### config.mk
export PLATFORM = sky130hd
export DESIGN_NAME = lcd_pwr_seq
export DESIGN_NICKNAME = d
export VERILOG_FILES = /design/src/rtl/lcd_pwr_seq_pkg.sv /design/src/rtl/lcd_pwr_wait_timer.sv /design/src/rtl/lcd_pwr_frame_cnt.sv /design/src/rtl/lcd_pwr_out_dec.sv /design/src/rtl/lcd_pwr_seq.sv
export SDC_FILE = /design/constraint.sdc
export NUM_CORES = 1
export LEC_CHECK = 0
export ABC_AREA = 1
export CAP_MARGIN = 20
export CORE_MARGIN = 1.5
export CORE_UTILIZATION = 45
export CTS_BUF_LIST = sky130_fd_sc_hd__clkbuf_4
export DETAILED_ROUTE_END_ITERATION = 10
export DONT_BUFFER_PORTS = 1
export SYNTH_ARGS = -nofsm -noshare
export SYNTH_HDL_FRONTEND = slang
export SYNTH_SLANG_ARGS = --single-unit
### constraint.sdc
create_clock -name clk -period 3.7 [get_ports clk]
set_input_delay 0.37 -clock clk [delete_from_list [all_inputs] [get_ports clk]]
set_output_delay 0.37 -clock clk [all_outputs]
set_load 0.02 [all_outputs]
### src/rtl/lcd_pwr_seq_pkg.sv
`timescale 1ns/1ps
package lcd_pwr_seq_pkg;

   typedef enum logic [3:0] {
      ST_OFF,
      ST_RAMP,
      ST_SETTLE,
      ST_VID_BLK,
      ST_LOCK,
      ST_IMG_LEAD,
      ST_ON,
      ST_BL_OFF,
      ST_FRM_HOLD,
      ST_SHDN_WAIT,
      ST_VID_DROP
   } seq_st_e;

   typedef struct packed {
      logic pwr;
      logic vid;
      logic blk;
      logic run;
      logic bl;
   } seq_out_t;

   // cycles covering at least ns, never fewer than one
   function automatic int cyc_ceil(input int ns, input int clk_ns);
      int c;
      c = (ns + clk_ns - 1) / clk_ns;
      return (c < 1) ? 1 : c;
   endfunction

   // cycles covering strictly more than ns
   function automatic int cyc_over(input int ns, input int clk_ns);
      return (ns / clk_ns) + 1;
   endfunction

   function automatic int max2(input int a, input int b);
      return (a > b) ? a : b;
   endfunction

endpackage

### src/rtl/lcd_pwr_wait_timer.sv
`timescale 1ns/1ps
module lcd_pwr_wait_timer #(
   parameter int TW = 8
) (
   input  logic          clk,
   input  logic          rst,
   input  logic          load,
   input  logic [TW-1:0] lim,
   output logic          done
);

   logic [TW-1:0] cnt;

   always_ff @(posedge clk) begin
      if (rst) begin
         cnt <= '0;
      end else if (load) begin
         cnt <= lim;
      end else if (cnt != '0) begin
         cnt <= cnt - 1'b1;
      end
   end

   assign done = (cnt == '0);

endmodule

### src/rtl/lcd_pwr_frame_cnt.sv
`timescale 1ns/1ps
module lcd_pwr_frame_cnt #(
   parameter int FRAMES = 3
) (
   input  logic clk,
   input  logic rst,
   input  logic arm,
   input  logic frame_start,
   output logic done
);

   localparam int FW = $clog2(FRAMES + 1);
   localparam logic [FW-1:0] LAST = FW'(FRAMES - 1);

   logic [FW-1:0] fcnt;

   always_ff @(posedge clk) begin
      if (rst || !arm) begin
         fcnt <= '0;
      end else if (frame_start && fcnt != LAST) begin
         fcnt <= fcnt + 1'b1;
      end
   end

   assign done = arm && frame_start && (fcnt == LAST);

endmodule

### src/rtl/lcd_pwr_out_dec.sv
`timescale 1ns/1ps
module lcd_pwr_out_dec
   import lcd_pwr_seq_pkg::*;
(
   input  seq_st_e  st,
   output seq_out_t o,
   output logic     busy,
   output logic     on
);

   always_comb begin
      o    = '0;
      busy = 1'b1;
      on   = 1'b0;
      unique case (st)
         ST_OFF:       busy = 1'b0;
         ST_RAMP,
         ST_SETTLE,
         ST_VID_DROP:  o.pwr = 1'b1;
         ST_VID_BLK,
         ST_SHDN_WAIT: begin
            o.pwr = 1'b1; o.vid = 1'b1; o.blk = 1'b1;
         end
         ST_LOCK,
         ST_FRM_HOLD: begin
            o.pwr = 1'b1; o.vid = 1'b1; o.blk = 1'b1; o.run = 1'b1;
         end
         ST_IMG_LEAD,
         ST_BL_OFF: begin
            o.pwr = 1'b1; o.vid = 1'b1; o.run = 1'b1;
         end
         ST_ON: begin
            o.pwr = 1'b1; o.vid = 1'b1; o.run = 1'b1; o.bl = 1'b1;
            busy  = 1'b0; on = 1'b1;
         end
         default: busy = 1'b0;
      endcase
   end

endmodule

### src/rtl/lcd_pwr_seq.sv
`timescale 1ns/1ps
module lcd_pwr_seq
   import lcd_pwr_seq_pkg::*;
#(
   parameter int CLK_NS      = 4,
   parameter int RAMP_NS     = 10_000_000,
   parameter int SETTLE_NS   = 0,
   parameter int VID_LEAD_NS = 1_000,
   parameter int LOCK_NS     = 1_000_000,
   parameter int BL_LEAD_NS  = 1_000,
   parameter int BL_OFF_NS   = 10_000_000,
   parameter int SHDN_NS     = 250,
   parameter int VID_OFF_NS  = 1_000,
   parameter int FRAMES      = 3,
   parameter bit SHDN_ACT_LOW = 1'b1
) (
   input  logic clk,
   input  logic rst,
   input  logic en_req,
   input  logic frame_start,
   output logic panel_pwr_en,
   output logic video_en,
   output logic black_sel,
   output logic ser_shdn,
   output logic bl_en,
   output logic busy,
   output logic panel_on
);

   localparam int C_RAMP   = cyc_ceil(RAMP_NS, CLK_NS);
   localparam int C_SETTLE = cyc_ceil(SETTLE_NS, CLK_NS);
   localparam int C_VLEAD  = cyc_ceil(VID_LEAD_NS, CLK_NS);
   localparam int C_LOCK   = cyc_over(LOCK_NS, CLK_NS);
   localparam int C_BLLEAD = cyc_ceil(BL_LEAD_NS, CLK_NS);
   localparam int C_BLOFF  = cyc_ceil(BL_OFF_NS, CLK_NS);
   localparam int C_SHDN   = cyc_ceil(SHDN_NS, CLK_NS);
   localparam int C_VOFF   = cyc_ceil(VID_OFF_NS, CLK_NS);
   localparam int C_MAX    = max2(max2(max2(C_RAMP, C_SETTLE), max2(C_VLEAD, C_LOCK)),
                                  max2(max2(C_BLLEAD, C_BLOFF), max2(C_SHDN, C_VOFF)));
   localparam int TW       = (C_MAX > 1) ? $clog2(C_MAX) : 1;

   if (CLK_NS < 1) begin : g_bad_clk
      $error("lcd_pwr_seq: CLK_NS must be at least 1");
   end
   if (FRAMES < 3) begin : g_bad_frames
      $error("lcd_pwr_seq: FRAMES must be at least 3");
   end
   if (RAMP_NS < 0 || SETTLE_NS < 0 || SHDN_NS < 0 || LOCK_NS < 0) begin : g_bad_time
      $error("lcd_pwr_seq: wait times must not be negative");
   end

   seq_st_e       st, nxt;
   logic [TW-1:0] lim;
   logic          tload, tdone, fdone;
   seq_out_t      o;

   always_comb begin
      nxt = st;
      unique case (st)
         ST_OFF:       if (en_req) nxt = ST_RAMP;
         ST_RAMP:      if (!en_req) nxt = ST_VID_DROP;  else if (tdone) nxt = ST_SETTLE;
         ST_SETTLE:    if (!en_req) nxt = ST_VID_DROP;  else if (tdone) nxt = ST_VID_BLK;
         ST_VID_BLK:   if (!en_req) nxt = ST_SHDN_WAIT; else if (tdone) nxt = ST_LOCK;
         ST_LOCK:      if (!en_req) nxt = ST_FRM_HOLD;  else if (tdone) nxt = ST_IMG_LEAD;
         ST_IMG_LEAD:  if (!en_req) nxt = ST_FRM_HOLD;  else if (tdone) nxt = ST_ON;
         ST_ON:        if (!en_req) nxt = ST_BL_OFF;
         ST_BL_OFF:    if (tdone) nxt = ST_FRM_HOLD;
         ST_FRM_HOLD:  if (fdone) nxt = ST_SHDN_WAIT;
         ST_SHDN_WAIT: if (tdone) nxt = ST_VID_DROP;
         ST_VID_DROP:  if (tdone) nxt = ST_OFF;
         default:      nxt = ST_OFF;
      endcase
   end

   always_comb begin
      unique case (nxt)
         ST_RAMP:      lim = TW'(C_RAMP - 1);
         ST_SETTLE:    lim = TW'(C_SETTLE - 1);
         ST_VID_BLK:   lim = TW'(C_VLEAD - 1);
         ST_LOCK:      lim = TW'(C_LOCK - 1);
         ST_IMG_LEAD:  lim = TW'(C_BLLEAD - 1);
         ST_BL_OFF:    lim = TW'(C_BLOFF - 1);
         ST_SHDN_WAIT: lim = TW'(C_SHDN - 1);
         ST_VID_DROP:  lim = TW'(C_VOFF - 1);
         default:      lim = '0;
      endcase
   end

   assign tload = (nxt != st);

   always_ff @(posedge clk) begin
      if (rst) st <= ST_OFF;
      else     st <= nxt;
   end

   lcd_pwr_wait_timer #(.TW(TW)) u_tmr (
      .clk  (clk),
      .rst  (rst),
      .load (tload),
      .lim  (lim),
      .done (tdone)
   );

   lcd_pwr_frame_cnt #(.FRAMES(FRAMES)) u_frm (
      .clk         (clk),
      .rst         (rst),
      .arm         (st == ST_FRM_HOLD),
      .frame_start (frame_start),
      .done        (fdone)
   );

   lcd_pwr_out_dec u_dec (
      .st   (st),
      .o    (o),
      .busy (busy),
      .on   (panel_on)
   );

   assign panel_pwr_en = o.pwr;
   assign video_en     = o.vid;
   assign black_sel    = o.blk;
   assign bl_en        = o.bl;

   if (SHDN_ACT_LOW) begin : g_shdn_lo
      assign ser_shdn = o.run;
   end else begin : g_shdn_hi
      assign ser_shdn = ~o.run;
   end

   // video only with panel power
   a_r2_vid_needs_pwr: assert property (@(posedge clk) disable iff (rst)
      video_en |-> panel_pwr_en);
   // serializer running only while video is enabled
   a_r2_run_needs_vid: assert property (@(posedge clk) disable iff (rst)
      o.run |-> video_en);
   // serializer leaves standby only while black is forced
   a_r4_release_in_black: assert property (@(posedge clk) disable iff (rst)
      $rose(o.run) |-> black_sel);
   // backlight only with running serializer and image data
   a_r4_bl_on_image: assert property (@(posedge clk) disable iff (rst)
      bl_en |-> (o.run && !black_sel && video_en));
   // black forced only after backlight already off
   a_r6_bl_first: assert property (@(posedge clk) disable iff (rst)
      $rose(black_sel) |-> (!bl_en && $past(!bl_en)));
   // standby entered only under black data
   a_r7_shdn_in_black: assert property (@(posedge clk) disable iff (rst)
      $fell(o.run) |-> black_sel);
   // video disabled only after serializer standby
   a_r8_vid_after_shdn: assert property (@(posedge clk) disable iff (rst)
      $fell(video_en) |-> (!o.run && $past(!o.run)));
   // panel power removed only after video is off
   a_r8_pwr_last: assert property (@(posedge clk) disable iff (rst)
      $fell(panel_pwr_en) |-> $past(!video_en));
   // busy and fully-on are exclusive
   a_r5_status_excl: assert property (@(posedge clk) disable iff (rst)
      !(busy && panel_on));

endmodule

Word level (Yosys, flattened, before mapping)
Memories as Yosys holds them, arrays and structs flattened.
Cells that the tools add are included.
Cells by class
  add/subtract/negate cells: 2
  reduce and logical (&&, ||, !) cells: 14
  equality and inequality tests: 13
  mux-type cells: 25
Operators with widths (number)
  2-to-1 mux 4 bit: 16
  2-to-1 mux 22 bit: 2
  case mux 4 bit (11 select lines): 1
  logical NOT 22 bit: 1
  nonzero test 22 bit: 1
  subtractor 22 x 1 -> 22 bit, second input constant: 1
  == test 4 x 3 -> 1 bit, second input constant: 4
  == test 4 bit, second input constant: 3
  OR reduction 10 bit: 1
  OR reduction 9 bit: 1
  == test 4 x 2 -> 1 bit, second input constant: 2
  OR reduction 7 bit: 1
  2-to-1 mux 1 bit: 6
  OR reduction 5 bit: 1
  == test 4 x 1 -> 1 bit, second input constant: 1
  logical NOT 4 bit: 1
  inequality test 4 bit: 1
  OR reduction 4 bit: 1
  logical AND 1 bit: 3
  adder 2 x 1 -> 2 bit, second input constant: 1
  == test 2 bit, second input constant: 1
  inequality test 2 bit, second input constant: 1
  nonzero test 2 bit: 1
  logical NOT 1 bit: 1
  logical OR 1 bit: 1
Storage, ports and cells
  input port bits: 4
  memories: 1
  bits in registers: 28
  ROM bits: 288
Memory list
  (no name shown): words 16, width 18, read ports 1, clocked after memory_dff 0, write ports 0, line lcd_pwr_seq.sv:76  | unique case (nxt)

Logic depth before layout (Yosys ltp)
Gate-level depths: netlist of the first run.
  depth in word-level cells: 7
  depth in mapped cells: 21
  gate-level depth less buffers: 21

Cells and area by module
A second synthesis of the first run with hierarchy kept.
Unflattened totals
  cells, all modules: 424
  area, all modules: 2441.1 µm²
By module, submodules not included
  lcd_pwr_wait_timer: cells an instance 236, sequential area each 440.4 µm², times used 1, area each 1467.7 µm²
  lcd_pwr_seq: cells an instance 142, sequential area each 80.1 µm², times used 1, area each 729.4 µm²
  lcd_pwr_out_dec: cells an instance 29, sequential area each 0.0 µm², times used 1, area each 131.4 µm²
  lcd_pwr_frame_cnt: cells an instance 17, sequential area each 40.0 µm², times used 1, area each 112.6 µm²

Worst setup path after synthesis of the first run
No wires, ideal clock.
  path type: reg-to-reg
  start: register u_tmr.cnt[0]
  end: register u_tmr.cnt[3]
  required time: 3564 ps
  stages on the path, launching flop included: 19
  setup slack: 1450 ps
  library setup time: 136 ps
  arrival: 2113 ps
  path buffers: 1
  path through: dfxtp_1 > inv_1 > ha_1 > nand2_2 > nor2_4 > nand3_4 > buf_6 > nand2_1 > nand2_1 > nand2_1 > nand2_1 > inv_1 > ha_1 > nand3_1 > inv_1 > nor2_1 > nand2_1 > nand2_1 > nor3_1
On the way
  cells in the longest elaborated chain, start to end: 6
Ends and longest elaborated chain
  start, declared: line lcd_pwr_wait_timer.sv:12  | logic [TW-1:0] cnt;
  start signal, assigned: line lcd_pwr_wait_timer.sv:18  | cnt <= lim;
  start signal, assigned: line lcd_pwr_wait_timer.sv:20  | cnt <= cnt - 1'b1;
  logical NOT 22 bit *: line lcd_pwr_wait_timer.sv:24  | assign done = (cnt == '0);
  2-to-1 mux 4 bit (on tied branches) (2 in series)
  case mux 4 bit (11 select lines) *: line lcd_pwr_seq.sv:59  | unique case (st)
  named net nxt[1]: line lcd_pwr_seq.sv:52  | seq_st_e st, nxt;
  memory read (16 x 18 bit) / inequality test 4 bit (equally long branches)
  2-to-1 mux 22 bit / nonzero test 2 bit (equally long branches)
The timed path passes the listed nets; every way through them passes the cells marked *. The select of a mux whose other input is x is not followed.
A chain may end at the register's enable or synchronous reset.

Worst setup path in the final report of the first run
  start: register st[2]
  end: register u_tmr.cnt[13]
On the way
  cells in the longest elaborated chain, start to end: 7
Ends and longest elaborated chain
  start, declared: line lcd_pwr_seq.sv:52
  start signal, assigned: line lcd_pwr_seq.sv:93  | else st <= nxt;
  == test 4 bit: line lcd_pwr_seq.sv:59, lcd_pwr_seq.sv:107
  logical AND 1 bit (2 in series): line lcd_pwr_frame_cnt.sv:25  | assign done = arm && frame_start && (fcnt == LAST);
  2-to-1 mux 4 bit: line lcd_pwr_seq.sv:68  | ST_FRM_HOLD: if (fdone) nxt = ST_SHDN_WAIT;
  case mux 4 bit (11 select lines) *: line lcd_pwr_seq.sv:59
  named net nxt[0]: line lcd_pwr_seq.sv:52
  memory read (16 x 18 bit) / inequality test 4 bit (equally long branches)
  2-to-1 mux 22 bit / nonzero test 2 bit (equally long branches)
The timed path passes the listed nets; every way through them passes the cells marked *.

==> results of run 1 <==
stage by stage:
| step | cells | area (um2) | setup slack, ns | total power [mW] | hold slack (ns) |
|---|---|---|---|---|---|
| 6_report | 415 | 2340 | 0.859 | 1.87 | 0.0816 |
| 5_1_grt | 415 | 2340 | 0.497 | 2.08 | 0.0363 |
| 4_1_cts | 415 | 2340 | 0.872 | 1.88 | 0.0689 |
| 3_5_place_dp | 411 | 2310 | 0.909 | 1.74 | 0.444 |
| 3_3_place_gp | 411 | 2310 | 0.918 | 1.75 | 0.443 |
| 2_1_floorplan | 353 | 2290 | 1.45 | 1.54 | 0.528 |
metal layers:
layer	global-route usage [%]	part of all wire (%)	up-vias
li1	-	-	1128
met5	0	0	-
met1	32.8	52	975
met3	3.25	4.7	8
met2	33.1	42	60
met4	6.06	1.4	0
worst paths after layout:
kind / from / end / slack (ns) / depth (start not counted)
worst max-delay path: st[2] / u_tmr.cnt[13] / 0.86 / 15
worst min-delay path: rst / u_tmr.cnt[4] / 0.08 / 1
worst max register to register: st[2] / u_tmr.cnt[13] / 0.86 / 15
worst min register to register: u_frm.fcnt[0] / u_frm.fcnt[0] / 0.58 / 2
logic make-up (layout without fill, tap and decap cells):
group                    after synthesis  in the layout
buffers and inverters                 53             48
adder cells (fa/ha/maj)                7              7
AND/OR/NAND/NOR                      210            210
AO/OA/AOI/OAI                         36             36
flip-flops                            28             28
XOR/XNOR                              19             19
state kept, by name, summed over array words and instances, names as in the netlist:
register    count
u_tmr.cnt      22
u_frm.fcnt      2
st              4
layout make-up:
type	count	area, um2
sequential	28	561
tap	67	83.8
clock buffer	3	22.5
fill	532	2480
clock inverter	1	3.75
multi-input combinational	272	1500
inverter	44	165
worst reg2reg max path: stages, from the launching register on:
cell and delay, ns:
dfxtp_1 0.56, nand2_4 0.14, nor2_4 0.36, inv_2 0.15, o21ai_0 0.17, inv_1 0.05
nand2_1 0.07, nor2_1 0.05, nand3_2 0.11, nand2_1 0.08, nand2_2 0.28, nand3_4 0.30
nand2_1 0.26, nand2_1 0.08, nand2_1 0.07, nor2_1 0.04
power by group:
| part | switching (mW) | internal [mW] | leakage, nW |
|---|---|---|---|
| logic | 0.845 | 0.424 | 0.934 |
| clock network | 0.0924 | 0.0396 | 0.0154 |
| registers | 0.0848 | 0.386 | 0.229 |
cells in the final DEF, fill, tap and decap left out:
| cell | instances |
|---|---|
| nand2_4 | 2 |
| xor2_1 | 13 |
| o21ai_2 | 1 |
| a21oi_1 | 14 |
| inv_1 | 39 |
| nand3b_1 | 1 |
| nand4_1 | 7 |
| nor2_4 | 4 |
| nor4_2 | 4 |
| o21ai_0 | 14 |
| dfxtp_1 | 28 |
| o21ai_1 | 4 |
| clkinv_1 | 1 |
| nor2_1 | 48 |
| o31ai_1 | 1 |
| xnor2_1 | 6 |
| nand3_4 | 2 |
| ha_1 | 7 |
| and3_1 | 1 |
| clkbuf_4 | 3 |
| nand2_1 | 82 |
| inv_2 | 5 |
| nand3_1 | 28 |
| nor3_1 | 9 |
| nor2_2 | 6 |
| nor4b_1 | 1 |
| o211ai_1 | 2 |
| nand4_4 | 1 |
| nand3_2 | 3 |
| nor4_1 | 1 |
| nor3b_1 | 1 |
| nand4_2 | 1 |
| nand2_2 | 8 |
==> impl_metrics.ini, run 1 <==
[run_status]
outcome = finished clean

[cts]
clock_latency_ns = 0.33
holdBufCountCts = 0
ctsLongestPathBuffers = 2
cts_root_buf = clkbuf_4
clk_pin_slew_ns = 0.15
post_cts_resize_count = 0
htreeDepth = 1
cts_tree = built
postCtsSetupBuffers = 0
numCtsBuffers = 3
clkSinkCount = 28

[timing]
skew_ns = 0.00276
fin_setup_tns_ns = 0
setup_violations = 0
rsz0062_at_grt = false
min_period_over_period_pct = 76.8
hold_viol = 0
clock.fmax_mhz = 352
period_needed_ns = 2.84
drv_slew = 0
max_slew_margin_pct = 66.9
worstMarginPinSlew_ns = 0.494

[die]
die_w_um = 74.4
rows = 25
die_area_um2 = 5530
io-pin-count = 11
initial_core_util_pct = 47.6
design.core.area_um2 = 4820
die_h_um = 74.4

[worst_setup_path]
cpMaxStageDelayCell = dfxtp_1
startpoint_type = flop
critPathBufInv = 2
critPathTopFamily = simple AND/OR/NAND/NOR gates
crit_chain = nand2_4, nor2_4, inv_2, o21ai_0, inv_1, nand2_1, nor2_1, nand3_2, nand2_1, nand2_2, nand3_4, nand2_1, nand2_1, nand2_1, nor2_1
cp.required_ns = 3.95
worstSetupEndpointType = flop
cpMostUsedCell = nand2_1
path_max_fanout = 19
cpPeakStageDelay_ns = 0.56
cp.arrival_ns = 3.09
path_class = reg -> reg

[synthesis]
synth_area_leader_cell = dfxtp_1
synthCells = 353
syn_area_um2 = 2290
synth_top_family_by_area = simple AND/OR/NAND/NOR gates
yosysSeqAreaShare_pct = 24.5
yosys.area_share.simple_pct = 46.1
async_flop_share_pct = 0
synth_top_area_share_pct = 24.5
ys_warn_count = 0
ys.flop_type = dfxtp_1
syn_avg_cell_area_um2 = 6.49
ys_seq_elements = 28
synth_mux_area_share_pct = 0
synth_xor_area_share_pct = 7.26
synthTopCellsByArea = dfxtp_1, nand2_1, nor2_1
synth_edf_count = 0
yosysUniqueCellTypes = 36
yosysMostFrequentCell = nand2_1
synth_compound_area_share_pct = 8.36
synth-adder-area-share_pct = 3.82
syn_nets = 364
yosys-top-cells-count = nand2_1, nor2_1, inv_1, dfxtp_1, nand3_1

[routing]
wire_per_inst_um = 13.3
vias = 2171
route.detailed.drc = 0
viasPerCell = 5.23
first_pass_iters = 4
drt_first_iter_violations = 233
ant_nets = 0
finalWirelength_um = 5520

[final_layout]
nNetsFinal = 360
antenna_cells = 0
final_util_pct = 48.5
drive_gt1_share_pct = 11.5
syn2layout_area_growth_pct = 2.08

[global_routing]
antenna_found_initial = 0
grt_max_degree = 20
grt_usage_pct = 22.1
grt-ovfl-total = 0
grt_pass1_wl_um = 9490
grt_pass1_vias = 2013

[power]
p_leak_nw = 1.18
peakVddDrop_uv = 403
p_per_area_nw_per_um2 = 801

[place]
port-buffer-count = 0
hpwlAfterDp_um = 4240
gp_congestion = 0.886

[job]
cap_viol_max_count = 0

[min_path]
hp-class = in -> reg
Power figures use the tool's default switching activity.
==> inputs of run 2 (changes only) <==
==> constraint.sdc (replaced) <==
create_clock -name clk -period 2.9 [get_ports clk]
set_input_delay 0.29 -clock clk [delete_from_list [all_inputs] [get_ports clk]]
set_output_delay 0.29 -clock clk [all_outputs]
set_load 0.02 [all_outputs]
==> run 2 against run 1 <==
Sequential power grew 26%. Setup slack lost 0.59 ns. Critical path depth is the same. Count of clock-buffer cells in the layout is the same. Largest power group unchanged. Final cell count grew 1.7%. Critical path type unchanged. Design area grew 3.7%. First-iteration DRC count shrank 21%. Power grew 36%.
==> impl_metrics.ini, run 2 (same netlist as run 1, synthesis figures left out) <==
[run_status]
outcome = finished clean

[final_layout]
syn2layout_area_growth_pct = 5.84
drive_gt1_share_pct = 14.1
fillers = 522
largest_register_ffs = 22
antenna_cells = 0
fin_cells = 422
largestRegisters = u_tmr.cnt (22), st (4), u_frm.fcnt (2)
layout_common_cells = nand2_1, nor2_1, inv_1
layout_commonest_cell = nand2_1
largest-register = u_tmr.cnt
nNetsFinal = 367

[place]
hpwlAfterDp_um = 4300
dp.cells = 415
gp_congestion = 0.924
port-buffer-count = 0

[timing]
rsz0062_at_grt = false
drv_slew = 0
worstMarginPinSlew_ns = 0.880
skew_ns = 0.00636
setup_violations = 0
max_slew_margin_pct = 41.2
period_needed_ns = 2.63
min_period_over_period_pct = 90.6
fin_setup_tns_ns = 0
clock.fmax_mhz = 381
hold_viol = 0

[die]
die_h_um = 74.4
die_w_um = 74.4
design.core.area_um2 = 4820
rows = 25
io-pin-count = 11
initial_core_util_pct = 47.6
die_area_um2 = 5530

[global_routing]
grt-ovfl-total = 0
gr-usage-met2_pct = 34.7
grt_pass1_vias = 2020
grt_max_degree = 20
grt_pass1_wl_um = 9950
use_met3_pct = 2.71
grt-busiest-layer = met1
antenna_found_initial = 0
grt_usage_pct = 23.3
grt_use_met1_pct = 35.8

[cts]
htreeDepth = 1
clkSinkCount = 28
ctsLongestPathBuffers = 2
clk_pin_slew_ns = 0.17
clock_latency_ns = 0.34
numCtsBuffers = 3
cts_root_buf = clkbuf_4
cts_tree = built

[worst_setup_path]
cp.required_ns = 3.12
startpoint_type = flop
path_max_fanout = 19
cp.arrival_ns = 2.84
worstSetupEndpointType = flop
path_class = reg -> reg

[routing]
route.detailed.drc = 0
vias = 2209
drt_first_iter_violations = 185
ant_nets = 0
viasPerCell = 5.23
wire_per_inst_um = 13.6
first_pass_iters = 5
finalWirelength_um = 5720

[min_path]
hp-class = in -> reg

[power]
peakVddDrop_uv = 484
p_per_area_nw_per_um2 = 1050
p_leak_nw = 1.22

[job]
cap_viol_max_count = 0
run 2: cell types whose count changed in the layout (fill, tap and decap cells not counted):
cell,previous run,this run
buf_4,0,6
bufinv_16,0,1
clkinv_1,1,0
dlygate4sd3_1,0,1
inv_1,39,38
inv_2,5,6
nand2_1,82,80
nand2_2,8,10
run 2: worst max-delay path, cell delays in order, from the launching register on:
cell	delay, ns
dfxtp_1	0.35
inv_1	0.10
ha_1	0.24
nand2_2	0.12
nor2_4	0.20
nand3_4	0.18
nand2_1	0.17
nand4_4	0.16
nand2_1	0.11
nand2_2	0.10
nor2_4	0.14
nand3_4	0.25
nand2_2	0.23
nand2_1	0.07
nand2_1	0.05
nor2_1	0.03
run 2: per-layer routing:
| layer | wire length [um] | vias to the layer above |
|---|---|---|
| li1 | - | 1148 |
| met1 | 2960 | 991 |
| met2 | 2470 | 64 |
| met3 | 239 | 6 |
| met4 | 51 | 0 |
| met5 | 0 | - |
run 2: through the flow:
stage | setup slack (ns) | utilization [%] | hold WS, ns | instance area (um2) | power, mW
6_report | 0.273 | 50.3 | 0.124 | 2420 | 2.54
5_1_grt | 0.0360 | 50.3 | 0.141 | 2420 | 2.81
4_1_cts | 0.116 | 49.9 | 0.114 | 2400 | 2.52
3_5_place_dp | 0.169 | 48.6 | 0.366 | 2340 | 2.23
3_3_place_gp | 0.176 | 48.6 | 0.365 | 2340 | 2.25
2_1_floorplan | 0.650 | - | 0.528 | 2290 | 1.97
run 2: path summary, 6_finish.rpt:
kind,startpoint,end,slack [ns],cells after the start
max,u_tmr.cnt[0],u_tmr.cnt[21],0.27,15
min,rst,u_tmr.cnt[5],0.12,3
max reg2reg,u_tmr.cnt[0],u_tmr.cnt[21],0.27,15
min reg2reg,u_frm.fcnt[0],u_frm.fcnt[0],0.58,2
run 2: power by group:
part	internal (mW)	switching (mW)	total, mW
Combinational	0.579	1.10	1.68
Clock	0.140	0.128	0.268
Sequential	0.492	0.102	0.594
Total	1.21	1.33	2.54
run 2: final cells by class:
| class | instances | area (um2) | area share, % |
|---|---|---|---|
| Multi-Input combinational cell | 272 | 1510 | 62.2 |
| Sequential cell | 28 | 561 | 23.1 |
| Inverter | 44 | 165 | 6.81 |
| Tap cell | 67 | 83.8 | 3.46 |
| Timing Repair Buffer | 7 | 55.1 | 2.27 |
| Clock inverter | 1 | 30.0 | 1.24 |
| Clock buffer | 3 | 22.5 | 0.929 |
run 2: timing repair:
| action | CTS | global route |
|---|---|---|
| gates resized for setup | 0 | 3 |
| setup endpoints to repair | 0 | 11 |
| endpoints found under the hold margin | 18 | 0 |
| setup buffers | 0 | 2 |
| hold buffers | 1 | 0 |
==> inputs of run 3 (changes only) <==
--- a/config.mk
+++ b/config.mk
@@ -12,6 +12,7 @@
 export CTS_BUF_LIST = sky130_fd_sc_hd__clkbuf_4
 export DETAILED_ROUTE_END_ITERATION = 10
 export DONT_BUFFER_PORTS = 1
+export PLACE_DENSITY = 0.62
 export SYNTH_ARGS = -nofsm -noshare
 export SYNTH_HDL_FRONTEND = slang
 export SYNTH_SLANG_ARGS = --single-unit
==> run 3 against run 2 <==
Core utilization decreased by 0.52 points. Power decreased by 4.9%. Clock skew decreased by 0.0045 ns. Clock power decreased by 39%. Combinational power about the same.
==> impl_metrics.ini, run 3 (same netlist as run 1, synthesis figures left out) <==
[routing]
wire_per_inst_um = 13.5
finalWirelength_um = 5670
ant_nets = 0
viasPerCell = 5.20
drt_first_iter_violations = 143
vias = 2188
route.detailed.drc = 0
first_pass_iters = 4

[die]
die_area_um2 = 5530
initial_core_util_pct = 47.6
die_h_um = 74.4
io-pin-count = 11
die_w_um = 74.4
rows = 25
design.core.area_um2 = 4820

[timing]
hold_viol = 0
skew_ns = 0.00189
min_period_over_period_pct = 91.4
drv_slew = 0
max_slew_margin_pct = 59.0
finalWorstSetupSlack_ns = 0.251
whs_ns = 0.119
period_needed_ns = 2.65
worstMarginPinSlew_ns = 0.613
fin_setup_tns_ns = 0
rsz0062_at_grt = false
clock.fmax_mhz = 377
setup_violations = 0

[final_layout]
largest-register = u_tmr.cnt
multi_input_area_um2 = 1510
nNetsFinal = 367
syn2layout_area_growth_pct = 4.75
layout_commonest_cell = nand2_1
drive_gt1_share_pct = 13.0
fillers = 520
largestRegisters = u_tmr.cnt (22), st (4), u_frm.fcnt (2)
seqCellArea_um2 = 561
antenna_cells = 0
largest_register_ffs = 22
layout_common_cells = nand2_1, nor2_1, inv_1
final_util_pct = 49.8

[global_routing]
grt_max_degree = 20
grt-ovfl-total = 0
antenna_found_initial = 0
grt_pass1_wl_um = 9560
grt_usage_pct = 22.1
grt_pass1_vias = 2041

[cts]
clkSinkCount = 28
cts_tree = built
numCtsBuffers = 3
clk_pin_slew_ns = 0.15
clock_latency_ns = 0.33
htreeDepth = 1
cts_root_buf = clkbuf_4
ctsLongestPathBuffers = 2

[worst_setup_path]
cp.arrival_ns = 2.88
path_class = reg -> reg
cp.required_ns = 3.13
startpoint_type = flop
r2r_setup_slack_ns = 0.25
worstSetupEndpointType = flop
path_max_fanout = 19

[power]
total_power_mw = 2.42
p_leak_nw = 1.21
p_per_area_nw_per_um2 = 1010
peakVddDrop_uv = 459

[min_path]
hp-class = in -> reg

[place]
gp_congestion = 0.941
port-buffer-count = 0
hpwlAfterDp_um = 4230
place_ws_ns = 0.240

[run_status]
outcome = finished clean

[job]
cap_viol_max_count = 0
-- run 3: cell types whose count changed in the layout (fill, tap and decap cells not counted) --
cell           before  now
inv_1              38   39
bufinv_16           1    0
buf_4               6    4
inv_2               6    5
dlygate4sd3_1       1    3
-- run 3: final cells by class --
| cell class | count | area share [%] |
|---|---|---|
| Timing Repair Buffer | 7 | 2.50 |
| Tap cell | 67 | 3.49 |
| Multi-Input combinational cell | 272 | 62.8 |
| Clock buffer | 3 | 0.938 |
| Inverter | 44 | 6.88 |
| Sequential cell | 28 | 23.4 |
-- run 3: timing repair --
action | CTS | global route
endpoints found under the setup margin | 0 | 2
hold buffers | 2 | 1
hold endpoints to repair | 11 | 6
gates resized for setup | 0 | 2
setup buffers | 0 | 0
-- run 3: worst max-delay path: stages (launching register included) --
cell and delay [ns]:
dfxtp_1 0.35, inv_1 0.09, ha_1 0.23, nand2_2 0.11, nor2_4 0.18, nand3_4 0.21, nand2_1 0.19, nand4_4 0.17
nand2_1 0.11, nand2_2 0.10, nor2_4 0.15, nand3_4 0.24, nand2_2 0.23, nand2_1 0.07, nand2_1 0.06, nor2_1 0.04
-- run 3: through the flow --
step,cell area (um2),instances
floorplan,2290,353
finish,2400,421
detailed placement,2340,415
global route,2400,421
CTS,2380,420
global placement,2340,415
-- run 3: final timing paths --
check,startpoint,cells past startpoint,endpoint
setup / recovery,u_tmr.cnt[0],15,u_tmr.cnt[21]
hold / removal,rst,3,u_tmr.cnt[5]
setup reg to reg,u_tmr.cnt[0],15,u_tmr.cnt[21]
hold reg to reg,u_frm.fcnt[0],2,u_frm.fcnt[0]
-- run 3: per-layer routing --
metal,global-route usage (%),vias to the layer above,part of all wire [%]
met3,4.20,11,6.2
met4,5.25,0,1.6
met5,0,-,0
met2,34.5,64,43
li1,-,1139,-
met1,31.5,974,50
-- run 3: where the power goes --
| part | leakage, nW | internal [mW] | switching, mW |
|---|---|---|---|
| sequential | 0.229 | 0.492 | 0.106 |
| clock | 0.0138 | 0.0489 | 0.115 |
| combinational | 0.967 | 0.564 | 1.09 |
